$ cat src/rtl/hdiv_pkg.sv
package hdiv_pkg;

    // Phase state of the divider core.
    typedef enum logic [1:0] {
        ST_IDLE = 2'd0,
        ST_HIGH = 2'd1,
        ST_LOW  = 2'd2
    } hdiv_state_e;

endpackage

$ cat src/rtl/hdiv_ratio_decode.sv
module hdiv_ratio_decode #(
    parameter int CODE_W          = 5,
    parameter int LEN_W           = 6,
    parameter int HALF_STEPS      = 14,
    parameter int WHOLE_STEPS     = 8,
    parameter int FALLBACK_HALVES = 4
) (
    input  logic [CODE_W-1:0] code_i,
    output logic [LEN_W-1:0]  halves_o
);
    localparam int N_CODES     = 2 ** CODE_W;
    localparam int FIRST_HALF  = 3;
    localparam int FIRST_WHOLE = HALF_STEPS + FIRST_HALF + 1;
    localparam int LAST_LEGAL  = HALF_STEPS + WHOLE_STEPS;

    logic [LEN_W-1:0] table_q [N_CODES];

    // Period length in half-reference cycles, computed per code.
    for (genvar i = 0; i < N_CODES; i++) begin : g_entry
        localparam int HALVES =
            (i < HALF_STEPS) ? (i + FIRST_HALF) :
            (i < LAST_LEGAL) ? (FIRST_WHOLE + 2 * (i - HALF_STEPS)) :
                               FALLBACK_HALVES;
        assign table_q[i] = LEN_W'(HALVES);
    end

    assign halves_o = table_q[code_i];

endmodule

$ cat src/rtl/hdiv_phase_split.sv
module hdiv_phase_split #(
    parameter int LEN_W = 6
) (
    input  logic [LEN_W-1:0] halves_i,
    input  logic             hf_mode_i,
    input  logic             parity_i,
    output logic [LEN_W-1:0] hi_len_o,
    output logic [LEN_W-1:0] lo_len_o
);
    logic [LEN_W-1:0] short_len;
    logic [LEN_W-1:0] long_len;
    logic             use_long;

    always_comb begin
        short_len = halves_i >> 1;
        long_len  = halves_i - short_len;
        // Odd period, low-frequency mode, odd-numbered period: long high.
        use_long  = halves_i[0] && !hf_mode_i && parity_i;
        hi_len_o  = use_long ? long_len : short_len;
        lo_len_o  = halves_i - hi_len_o;
    end

endmodule

$ cat src/rtl/hdiv_phase_fsm.sv
module hdiv_phase_fsm #(
    parameter int LEN_W = 6
) (
    input  logic             clk,
    input  logic             rst_n,
    input  logic             lock_in,
    input  logic [LEN_W-1:0] plan_hi_i,
    input  logic [LEN_W-1:0] plan_lo_i,
    output logic             parity_o,
    output logic             div_o,
    output logic             tick_o
);
    import hdiv_pkg::*;

    localparam logic [LEN_W-1:0] ONE = LEN_W'(1);

    hdiv_state_e      state_q, state_d;
    logic [LEN_W-1:0] cnt_q, cnt_d;
    logic [LEN_W-1:0] lo_q, lo_d;
    logic             par_q, par_d;
    logic             start_period;
    logic             div_q, tick_q;

    // Next-state logic: lock, fall, wrap and drop transitions.
    always_comb begin
        state_d      = state_q;
        cnt_d        = cnt_q;
        lo_d         = lo_q;
        par_d        = par_q;
        start_period = 1'b0;
        if (!lock_in) begin
            state_d = ST_IDLE;
            cnt_d   = '0;
            lo_d    = '0;
            par_d   = 1'b0;
        end else begin
            unique case (state_q)
                ST_IDLE: start_period = 1'b1;
                ST_HIGH: begin
                    if (cnt_q == '0) begin
                        state_d = ST_LOW;
                        cnt_d   = lo_q - ONE;
                    end else begin
                        cnt_d = cnt_q - ONE;
                    end
                end
                ST_LOW: begin
                    if (cnt_q == '0) begin
                        start_period = 1'b1;
                    end else begin
                        cnt_d = cnt_q - ONE;
                    end
                end
                default: state_d = ST_IDLE;
            endcase
            if (start_period) begin
                state_d = ST_HIGH;
                cnt_d   = plan_hi_i - ONE;
                lo_d    = plan_lo_i;
                par_d   = ~par_q;
            end
        end
    end

    // State register.
    always_ff @(posedge clk or negedge rst_n) begin
        if (!rst_n) begin
            state_q <= ST_IDLE;
            cnt_q   <= '0;
            lo_q    <= '0;
            par_q   <= 1'b0;
        end else begin
            state_q <= state_d;
            cnt_q   <= cnt_d;
            lo_q    <= lo_d;
            par_q   <= par_d;
        end
    end

    // Output register.
    always_ff @(posedge clk or negedge rst_n) begin
        if (!rst_n) begin
            div_q  <= 1'b0;
            tick_q <= 1'b0;
        end else begin
            div_q  <= (state_d == ST_HIGH);
            tick_q <= start_period;
        end
    end

    assign parity_o = par_q;
    assign div_o    = div_q;
    assign tick_o   = tick_q;

endmodule

$ cat src/rtl/hdiv_clken.sv
module hdiv_clken #(
    parameter int CODE_W          = 5,
    parameter int LEN_W           = 6,
    parameter int HALF_STEPS      = 14,
    parameter int WHOLE_STEPS     = 8,
    parameter int FALLBACK_HALVES = 4
) (
    input  logic              clk,
    input  logic              rst_n,
    input  logic              lock_in,
    input  logic              hf_mode,
    input  logic [CODE_W-1:0] ratio_code,
    output logic              div_out,
    output logic              tick_out
);
    logic [LEN_W-1:0] halves;
    logic [LEN_W-1:0] hi_len;
    logic [LEN_W-1:0] lo_len;
    logic             parity;

    hdiv_ratio_decode #(
        .CODE_W         (CODE_W),
        .LEN_W          (LEN_W),
        .HALF_STEPS     (HALF_STEPS),
        .WHOLE_STEPS    (WHOLE_STEPS),
        .FALLBACK_HALVES(FALLBACK_HALVES)
    ) u_decode (
        .code_i  (ratio_code),
        .halves_o(halves)
    );

    hdiv_phase_split #(.LEN_W(LEN_W)) u_split (
        .halves_i (halves),
        .hf_mode_i(hf_mode),
        .parity_i (parity),
        .hi_len_o (hi_len),
        .lo_len_o (lo_len)
    );

    hdiv_phase_fsm #(.LEN_W(LEN_W)) u_fsm (
        .clk      (clk),
        .rst_n    (rst_n),
        .lock_in  (lock_in),
        .plan_hi_i(hi_len),
        .plan_lo_i(lo_len),
        .parity_o (parity),
        .div_o    (div_out),
        .tick_o   (tick_out)
    );

endmodule

$ cat config.mk
export PLATFORM = sky130hd
export DESIGN_NAME = hdiv_clken
export DESIGN_NICKNAME = d
export VERILOG_FILES = /design/src/rtl/hdiv_pkg.sv /design/src/rtl/hdiv_ratio_decode.sv /design/src/rtl/hdiv_phase_split.sv /design/src/rtl/hdiv_phase_fsm.sv /design/src/rtl/hdiv_clken.sv
export SDC_FILE = /design/constraint.sdc
export NUM_CORES = 1
export LEC_CHECK = 0
export BUFFER_PORTS_ARGS = -buffer_cell sky130_fd_sc_hd__buf_2
export CAP_MARGIN = 10
export CORE_UTILIZATION = 55
export CTS_CLUSTER_SIZE = 10
export DETAILED_ROUTE_END_ITERATION = 10
export PLACE_DENSITY = 0.73
export RECOVER_POWER = 50
export SYNTH_ARGS = -nofsm -noshare
export SYNTH_HDL_FRONTEND = slang
export SYNTH_SLANG_ARGS = --single-unit
$ cat constraint.sdc
create_clock -name clk -period 7.5 [get_ports clk]
set_input_delay 1.125 -clock clk [delete_from_list [all_inputs] [get_ports clk]]
set_output_delay 1.125 -clock clk [all_outputs]
set_load 0.05 [all_outputs]
==> impl_metrics.env, run 1 <==
export IMPL_outcome="finished clean"
export IMPL_die_y_um=60.77
export IMPL_drtIter0Drc=93
export IMPL_rrSetupSlack_ns=4.73
export IMPL_dpl_worst_slack_ns=2.628
export IMPL_syn_to_final_growth_pct=3.096
export IMPL_placedCellCount=268
export IMPL_fin_tns_setup_ns=0
export IMPL_path_class="primary input to register"
export IMPL_drv_cap=0
export IMPL_synthArstFlopShare=1.000
export IMPL_cp_start_kind="primary input"
export IMPL_synth_area_leader_cell="dfrtp_1"
export IMPL_ant_nets=0
export IMPL_postPlaceCellArea_um2=1932
export IMPL_cts_buffers=3
export IMPL_core_rowCount=20
export IMPL_clock_latency_ns=0.31
export IMPL_postSynthAreaPerCell_um2=8.441
export IMPL_peakVddDrop_v=0.0001397
export IMPL_syn_nets=251
export IMPL_io_pins=11
export IMPL_cts_buffer_depth=2
export IMPL_synthCells=225
export IMPL_finalClockSkew_ns=0.02044
export IMPL_yosysTopAreaCellShare=0.2240
export IMPL_finish_net_count=255
export IMPL_whs_ns=0.5251
export IMPL_cp_end_kind="register"
export IMPL_clockRootBuffer="clkbuf_4"
export IMPL_rr_worst_depth=10
export IMPL_finalSetupViolations=0
export IMPL_port_buffers=10
export IMPL_grt_pass1_wl_um=6824
export IMPL_fmax_ghz=0.2170
export IMPL_cts_max_level=1
export IMPL_utilization=0.6210
export IMPL_layout_min_cycle_time_ns=4.608
export IMPL_final_instance_count_excl_fill=272
export IMPL_post_cts_buffers=0
export IMPL_vias=1618
export IMPL_cp_data_required_time_ns=7.71
export IMPL_grt_overflow=0
export IMPL_power_density_nw_per_um2=296.0
export IMPL_holdCritStartpoint="u_fsm.cnt_q[1]$_DFFE_PN0P_"
export IMPL_dp_hpwl_um=3157
export IMPL_routedWlPerCell_um=14.88
export IMPL_synth_flop_cell="dfrtp_1"
export IMPL_fp_dieW_um=60.77
export IMPL_ys_ff_latch=17
export IMPL_grt_total_usage=0.2492
export IMPL_r2r_start="u_fsm.parity_o$_DFFE_PN0P_"
export IMPL_antenna_found_initial=0
export IMPL_post_drt_via_cell_ratio=5.949
export IMPL_arrival_ns=4.82
export IMPL_totalWireLength_um=4048
export IMPL_final_common_cell="nand2_1"
export IMPL_ys_warn_count=0
export IMPL_p_leak_nw=0.9217
export IMPL_hold_path_end="u_fsm.cnt_q[1]$_DFFE_PN0P_"
export IMPL_initial_core_util=0.6024
export IMPL_ys_seq_area_frac=0.2240
export IMPL_grt_start_max_net_pins=19
export IMPL_cts_sinks=17
export IMPL_maxSlewViolCount=0
export IMPL_clk_pin_slew_ns=0.11
export IMPL_diodes=0
export IMPL_place_congestion=0.8851
export IMPL_r2r_end="u_fsm.lo_q[5]$_DFFE_PN0P_"
export IMPL_max_slew_margin=0.4024
export IMPL_cp_max_fo=7
export IMPL_grt_pass1_vias=1512
export IMPL_hold_violations=0
export IMPL_rsz0062_at_grt="false"
export IMPL_coreArea_um2=3153
export IMPL_final_cell_mix="23 x nand2_1, 17 x o21ai_0, 17 x dfrtp_1, 16 x inv_1, 15 x ha_1"
export IMPL_synth_edff_count=0
export IMPL_cts_resized=0
export IMPL_synth_area_top_cells="dfrtp_1 22%, ha_1 9.9%, xnor2_1 4.6%"
export IMPL_hp_class="register to register"
export IMPL_layout_drive_gt1_share=0.1184
export IMPL_final_cell_area_um2=1958
export IMPL_worst_slack_ns=2.892
export IMPL_drc_errors=0
export IMPL_drt_first_pass_iters=4
export IMPL_dieArea_um2=3692
export IMPL_cts_hold_buf=0
export IMPL_yosysUniqueCellTypes=58
export IMPL_cts_tree="built"
export IMPL_tightest_slew_ns=0.8965
export IMPL_hold_depth=2
export IMPL_min_period_over_period=0.6144
export IMPL_syn_area_um2=1899
export IMPL_power_uw=579.6
-- metal layers --
| metal | up-vias | routed length (µm) | GRT usage |
|---|---|---|---|
| li1 | 809 | - | - |
| met1 | 762 | 1890 | 0.3277 |
| met2 | 39 | 1868 | 0.4019 |
| met3 | 8 | 218 | 0.05970 |
| met4 | 0 | 71 | 0.08442 |
| met5 | - | 0 | 0 |
-- where the power goes --
part | internal (mW) | switching [mW] | leakage (nW)
clock network | 0.0199 | 0.0300 | 0.0177
registers | 0.126 | 0.0417 | 0.220
logic | 0.150 | 0.212 | 0.684
total | 0.296 | 0.283 | 0.922
-- synthesized netlist by cell type (2+ instances only) --
library cell,number
a211oi_1,2
nand3_1,6
nor2b_1,4
a31oi_1,3
buf_6,4
nor2_1,14
o21ai_0,17
a211o_1,2
o221ai_1,2
clkbuf_1,6
and2b_1,2
xnor2_1,10
and3_1,5
mux2i_1,3
mux2_4,2
a21o_1,8
ha_1,15
and2_1,3
xor2_1,6
nand2_1,23
nand4_1,2
nand3b_1,2
dfrtp_1,17
or3_1,2
nand2b_1,4
fa_1,2
inv_1,16
nor3_1,3
a21oi_1,9
o211a_1,3
-- worst max-delay path, cell delays in order --
cell and delay [ns]:
buf_2 0.15, inv_1 0.08, ha_1 0.34, o211ai_1 0.21, o211a_1 0.38, ha_1 0.23
inv_1 0.06, fa_1 0.42, mux2i_1 0.38, ha_1 0.32, a21o_1 0.17, a21o_1 0.22
a211oi_1 0.24, o21ai_0 0.15, a21o_1 0.18, a31oi_1 0.16
-- sequential cells by signal (all words and copies together), names as in the netlist --
| name | cells |
|---|---|
| u_fsm.cnt_q | 6 |
| u_fsm.lo_q | 6 |
| u_fsm.state_q | 2 |
| u_fsm.div_o | 1 |
| u_fsm.parity_o | 1 |
| u_fsm.tick_o | 1 |
-- cells by family (layout without fill, tap and decap cells) --
kind of cell	after synthesis	after routing	synth area share
XOR/XNOR	16	16	0.07378
buffers and inverters	27	30	0.06982
adder cells (fa/ha/maj)	18	18	0.1258
multiplexers	6	6	0.04348
AND/OR/NAND/NOR	79	79	0.2240
AO/OA/AOI/OAI	62	62	0.2391
flip-flops	17	17	0.2240
-- worst max-delay path by stage --
stage                  start                         to  slack [ns]
4_1_cts        ratio_code[0]  u_fsm.lo_q[5]$_DFFE_PN0P_        2.92
3_3_place_gp   ratio_code[0]  u_fsm.lo_q[5]$_DFFE_PN0P_        2.80
5_1_grt        ratio_code[0]  u_fsm.lo_q[5]$_DFFE_PN0P_        2.70
6_report       ratio_code[0]  u_fsm.lo_q[5]$_DFFE_PN0P_        2.89
3_5_place_dp   ratio_code[0]  u_fsm.lo_q[5]$_DFFE_PN0P_        2.63
2_1_floorplan  ratio_code[0]  u_fsm.lo_q[5]$_DFFE_PN0P_        3.12
-- layout make-up --
type | instances | area [µm²]
clock buffer | 3 | 22.52
fill | 281 | 1195
clock inverter | 1 | 5.005
multi-input combinational | 181 | 1341
sequential | 17 | 425.4
timing repair buffer | 10 | 48.80
tap | 44 | 55.05
inverter | 16 | 60.06
Power figures use the tool's default switching activity.
==> run 2, diff against run 1 <==
Clock period 7.5 ns to 4.5 ns, I/O delays scaled along.
==> impl_metrics.env, run 2 (synthesis results as in run 1) <==
export IMPL_maxSlewViolCount=0
export IMPL_initial_core_util=0.6024
export IMPL_nFillCells=282
export IMPL_grt_pass1_wl_um=7383
export IMPL_core_rowCount=20
export IMPL_power_uw=980.6
export IMPL_hp_class="primary input to asynchronous set/reset pin"
export IMPL_fp_dieW_um=60.77
export IMPL_final_cell_mix="23 x nand2_1, 17 x o21ai_0, 17 x dfrtp_1, 16 x inv_1, 15 x ha_1"
export IMPL_drt_first_pass_iters=4
export IMPL_clockRootBuffer="clkbuf_4"
export IMPL_drc_errors=0
export IMPL_vias=1646
export IMPL_slowest_delay_ns=0.47
export IMPL_crit_path_frequent_cell="a21o_1"
export IMPL_reg_top3="u_fsm.cnt_q x6, u_fsm.lo_q x6, u_fsm.state_q x2"
export IMPL_placedCellCount=270
export IMPL_cp_end_kind="register"
export IMPL_grt_pass1_vias=1542
export IMPL_cts_buffers=3
export IMPL_drv_cap=0
export IMPL_tightest_slew_ns=0.9408
export IMPL_coreArea_um2=3153
export IMPL_final_instance_count_excl_fill=274
export IMPL_cp_start_kind="primary input"
export IMPL_place_congestion=0.9216
export IMPL_syn_to_final_growth_pct=3.887
export IMPL_critPathLaunch="ratio_code[0]"
export IMPL_grt_total_usage=0.2691
export IMPL_cts_tree="built"
export IMPL_min_period_over_period=0.9006
export IMPL_post_drt_via_cell_ratio=6.007
export IMPL_die_y_um=60.77
export IMPL_post_cts_buffers=0
export IMPL_cp_max_fo=5
export IMPL_layout_min_cycle_time_ns=4.053
export IMPL_io_pins=11
export IMPL_finalClockSkew_ns=0.01309
export IMPL_routedWlPerCell_um=15.65
export IMPL_cts_resized=0
export IMPL_clock_latency_ns=0.31
export IMPL_dp_hpwl_um=3262
export IMPL_utilization=0.6258
export IMPL_cp_slowest_cell="fa_1"
export IMPL_drtIter0Drc=141
export IMPL_rrSetupSlack_ns=1.68
export IMPL_path_delay_family="compound AO/OA/AOI/OAI gates"
export IMPL_diodes=0
export IMPL_totalWireLength_um=4287
export IMPL_rr_worst_depth=10
export IMPL_layout_drive_gt1_share=0.1261
export IMPL_dieArea_um2=3692
export IMPL_fin_tns_setup_ns=0
export IMPL_antenna_found_initial=0
export IMPL_finalSetupViolations=0
export IMPL_arrival_ns=4.28
export IMPL_r2r_start="u_fsm.parity_o$_DFFE_PN0P_"
export IMPL_clk_pin_slew_ns=0.11
export IMPL_finish_net_count=257
export IMPL_hold_violations=0
export IMPL_max_slew_margin=0.3728
export IMPL_peakVddDrop_v=0.0002938
export IMPL_power_density_nw_per_um2=497.0
export IMPL_cp_data_required_time_ns=4.72
export IMPL_cts_sinks=17
export IMPL_grt_overflow=0
export IMPL_fmax_ghz=0.2468
export IMPL_final_common_cell="nand2_1"
export IMPL_cp_depth=16
export IMPL_cts_hold_buf=0
export IMPL_path_buf_inv=3
export IMPL_cts_buffer_depth=2
export IMPL_outcome="finished clean"
export IMPL_p_leak_nw=0.9316
export IMPL_rsz0062_at_grt="false"
export IMPL_path_class="primary input to register"
export IMPL_cts_max_level=1
export IMPL_ant_nets=0
export IMPL_port_buffers=10
export IMPL_grt_start_max_net_pins=19
export IMPL_path_cells="buf_2 > inv_1 > ha_1 > nand2b_1 > a31oi_1 > o22a_1 > inv_1 > fa_1 > mux2i_1 > ha_1 > a21o_1 > a21o_1 > a211oi_1 > o21ai_0 > a21o_1 > a31oi_1"
-- run 2: changes by cell type in the layout (fill, tap and decap cells not counted), sizes merged --
cell	previous run	this run
buf	9	11
-- run 2: path summary, 6_finish.rpt --
check	to
min reg2reg	u_fsm.cnt_q[1]$_DFFE_PN0P_
min	u_fsm.parity_o$_DFFE_PN0P_
max in group asynchronous	u_fsm.cnt_q[0]$_DFFE_PN0P_
min in group clk	u_fsm.cnt_q[1]$_DFFE_PN0P_
max	u_fsm.lo_q[5]$_DFFE_PN0P_
max reg2reg	u_fsm.lo_q[5]$_DFFE_PN0P_
-- run 2: layout make-up --
type                    instances  area [µm²]  share of cell area
multi-input cells             181        1341              0.6798
flip-flops and latches         17       425.4              0.2156
repair buffers                 12       63.81             0.03234
inverters                      16       60.06             0.03044
well taps                      44       55.05             0.02790
clock buffers                   3       22.52             0.01141
clock inverters                 1       5.005            0.002536
-- run 2: worst reg2reg max path: stages, from the launching register on --
cell      delay, ns
dfrtp_1        0.41
and2b_1        0.21
o21ai_4        0.15
mux2i_1        0.54
ha_1           0.33
a21o_1         0.17
a21o_1         0.22
a211oi_1       0.24
o21ai_0        0.15
a21o_1         0.18
a31oi_1        0.15
-- run 2: metrics by stage --
| step | worst slack (ns) | instance area (µm²) | hold WS, ns |
|---|---|---|---|
| CTS | 0.4735 | 1974 | 0.2863 |
| finish | 0.4475 | 1973 | 0.4719 |
| global placement | 0.3875 | 1947 | 0.4939 |
| floorplan | 0.5718 | 1899 | 0.3794 |
| global route | 0.1926 | 1973 | 0.5550 |
| detailed placement | 0.1718 | 1947 | 0.5025 |
-- run 2: where the power goes --
part | total (mW) | leakage [nW] | internal [mW] | switching (mW)
Sequential | 0.280 | 0.220 | 0.210 | 0.0699
Combinational | 0.614 | 0.694 | 0.252 | 0.362
Clock | 0.0861 | 0.0177 | 0.0332 | 0.0529
Total | 0.981 | 0.932 | 0.496 | 0.485
-- run 2: metal layers --
layer  GRT usage  up-vias  part of all wire
li1            -      809                 -
met2      0.4474       36              0.48
met4     0.05844        0            0.0047
met3     0.04691        4             0.032
met1      0.3659      797              0.49
met5           0        -                 0
==> run 3, diff against run 2 <==
Settings changed: BUFFER_PORTS_ARGS -buffer_cell sky130_fd_sc_hd__buf_2 to -buffer_cell sky130_fd_sc_hd__buf_4.
==> impl_metrics.env, run 3 (synthesis results as in run 1) <==
export IMPL_routedWlPerCell_um=15.38
export IMPL_r2r_start="u_fsm.parity_o$_DFFE_PN0P_"
export IMPL_path_delay_family="compound AO/OA/AOI/OAI gates"
export IMPL_power_density_nw_per_um2=492.8
export IMPL_cp_end_kind="register"
export IMPL_finish_net_count=257
export IMPL_switchingPower_uw=480.0
export IMPL_cp_slowest_cell="fa_1"
export IMPL_max_slew_margin=0.3598
export IMPL_clk_pin_slew_ns=0.10
export IMPL_utilization=0.6313
export IMPL_arrival_ns=4.24
export IMPL_maxSlewViolCount=0
export IMPL_placedCellCount=270
export IMPL_hp_class="primary input to asynchronous set/reset pin"
export IMPL_grt_overflow=0
export IMPL_outcome="finished clean"
export IMPL_fin_tns_setup_ns=0
export IMPL_peakVddDrop_v=0.0002915
export IMPL_cts_sinks=17
export IMPL_cts_buffer_depth=2
export IMPL_port_buffers=10
export IMPL_post_drt_via_cell_ratio=6.099
export IMPL_dieArea_um2=3692
export IMPL_seqPwrFrac=0.287
export IMPL_path_cells="buf_4 > inv_1 > ha_1 > nand2b_1 > a31oi_1 > o22a_1 > inv_1 > fa_1 > mux2i_1 > ha_1 > a21o_1 > a21o_1 > a211oi_1 > o21ai_0 > a21o_1 > a31oi_1"
export IMPL_dp_hpwl_um=3210
export IMPL_nFillCells=264
export IMPL_drtIter0Drc=161
export IMPL_path_buf_inv=3
export IMPL_initial_core_util=0.6024
export IMPL_post_cts_buffers=0
export IMPL_finalClockSkew_ns=0.002062
export IMPL_path_class="primary input to register"
export IMPL_fmax_ghz=0.2490
export IMPL_coreArea_um2=3153
export IMPL_drc_errors=0
export IMPL_p_comb_frac=0.627
export IMPL_tightest_slew_ns=0.9603
export IMPL_grt_total_usage=0.2459
export IMPL_io_pins=11
export IMPL_clkPwrFrac=0.086
export IMPL_cp_start_kind="primary input"
export IMPL_layout_min_cycle_time_ns=4.016
export IMPL_postPlaceCellArea_um2=1972
export IMPL_crit_path_frequent_cell="a21o_1"
export IMPL_cp_depth=16
export IMPL_final_common_cell="nand2_1"
export IMPL_die_y_um=60.77
export IMPL_drv_cap=0
export IMPL_clock_latency_ns=0.29
export IMPL_core_rowCount=20
export IMPL_final_instance_count_excl_fill=274
export IMPL_cts_hold_buf=0
export IMPL_p_sw_frac=0.4892
export IMPL_min_period_over_period=0.8925
export IMPL_cp_max_fo=5
export IMPL_final_cell_mix="23 x nand2_1, 17 x o21ai_0, 17 x dfrtp_1, 16 x inv_1, 15 x ha_1"
export IMPL_finalSetupViolations=0
export IMPL_rr_worst_depth=10
export IMPL_cts_max_level=1
export IMPL_rrSetupSlack_ns=1.70
export IMPL_power_uw=981.0
export IMPL_hold_violations=0
export IMPL_cts_tree="built"
export IMPL_cts_resized=0
export IMPL_fp_dieW_um=60.77
export IMPL_regArea_um2=425.4
export IMPL_grt_start_max_net_pins=19
export IMPL_place_congestion=0.9088
export IMPL_p_int_uw=501.0
export IMPL_slowest_delay_ns=0.48
export IMPL_grt_pass1_vias=1510
export IMPL_reg_top3="u_fsm.cnt_q x6, u_fsm.lo_q x6, u_fsm.state_q x2"
export IMPL_clockRootBuffer="clkbuf_4"
export IMPL_multi_input_area_um2=1341
export IMPL_p_leak_nw=0.9322
export IMPL_rsz0062_at_grt="false"
export IMPL_final_cell_area_um2=1991
export IMPL_totalWireLength_um=4214
export IMPL_layout_drive_gt1_share=0.1174
export IMPL_antenna_found_initial=0
export IMPL_drt_first_pass_iters=4
export IMPL_ant_nets=0
export IMPL_r2r_end="u_fsm.lo_q[5]$_DFFE_PN0P_"
export IMPL_grt_pass1_wl_um=6775
export IMPL_diodes=0
export IMPL_vias=1671
export IMPL_cts_buffers=3
export IMPL_syn_to_final_growth_pct=4.809
export IMPL_cp_data_required_time_ns=4.72
-- run 3: cell count changes in the layout (fill, tap and decap cells not counted) --
| cell | change |
|---|---|
| buf_4 | +8 |
| clkbuf_1 | +2 |
| buf_2 | -9 |
| clkinv_2 | -1 |
-- run 3: area by class of cell --
class / instances / area share
clock buffers: 4 / 0.01320
repair buffers: 12 / 0.04148
inverters: 16 / 0.03017
flip-flops and latches: 17 / 0.2137
multi-input cells: 181 / 0.6738
well taps: 44 / 0.02766
-- run 3: worst max path at each step --
stage / startpoint / end
3_5_place_dp: ratio_code[0] / u_fsm.lo_q[5]$_DFFE_PN0P_
5_1_grt: ratio_code[0] / u_fsm.lo_q[5]$_DFFE_PN0P_
6_report: ratio_code[0] / u_fsm.lo_q[5]$_DFFE_PN0P_
2_1_floorplan: ratio_code[0] / u_fsm.lo_q[5]$_DFFE_PN0P_
3_3_place_gp: ratio_code[0] / u_fsm.lo_q[5]$_DFFE_PN0P_
4_1_cts: ratio_code[0] / u_fsm.lo_q[5]$_DFFE_PN0P_
-- run 3: per-stage QoR --
stage	setup slack [ns]	hold slack, ns
final	0.4838	0.4985
after floorplan	0.5718	0.3794
after CTS	0.5295	0.2259
after global routing	0.2567	0.5747
after detailed placement	0.2144	0.5132
after global placement	0.4231	0.4948
-- run 3: power groups by stage --
stage | Sequential [mW] | Combinational, mW | Clock, mW
floorplan | 0.276 | 0.489 | 0
finish | 0.281 | 0.615 | 0.0845
global route | 0.290 | 0.678 | 0.0933
CTS | 0.279 | 0.611 | 0.0889
detailed placement | 0.283 | 0.608 | 0
global placement | 0.278 | 0.585 | 0
-- run 3: routing by layer --
| metal | routed length [µm] | GRT usage | vias up |
|---|---|---|---|
| met4 | 51 | 0.05519 | 0 |
| met5 | 0 | 0 | - |
| met3 | 177 | 0.04904 | 6 |
| met1 | 1995 | 0.3320 | 799 |
| li1 | - | - | 812 |
| met2 | 1989 | 0.4066 | 54 |
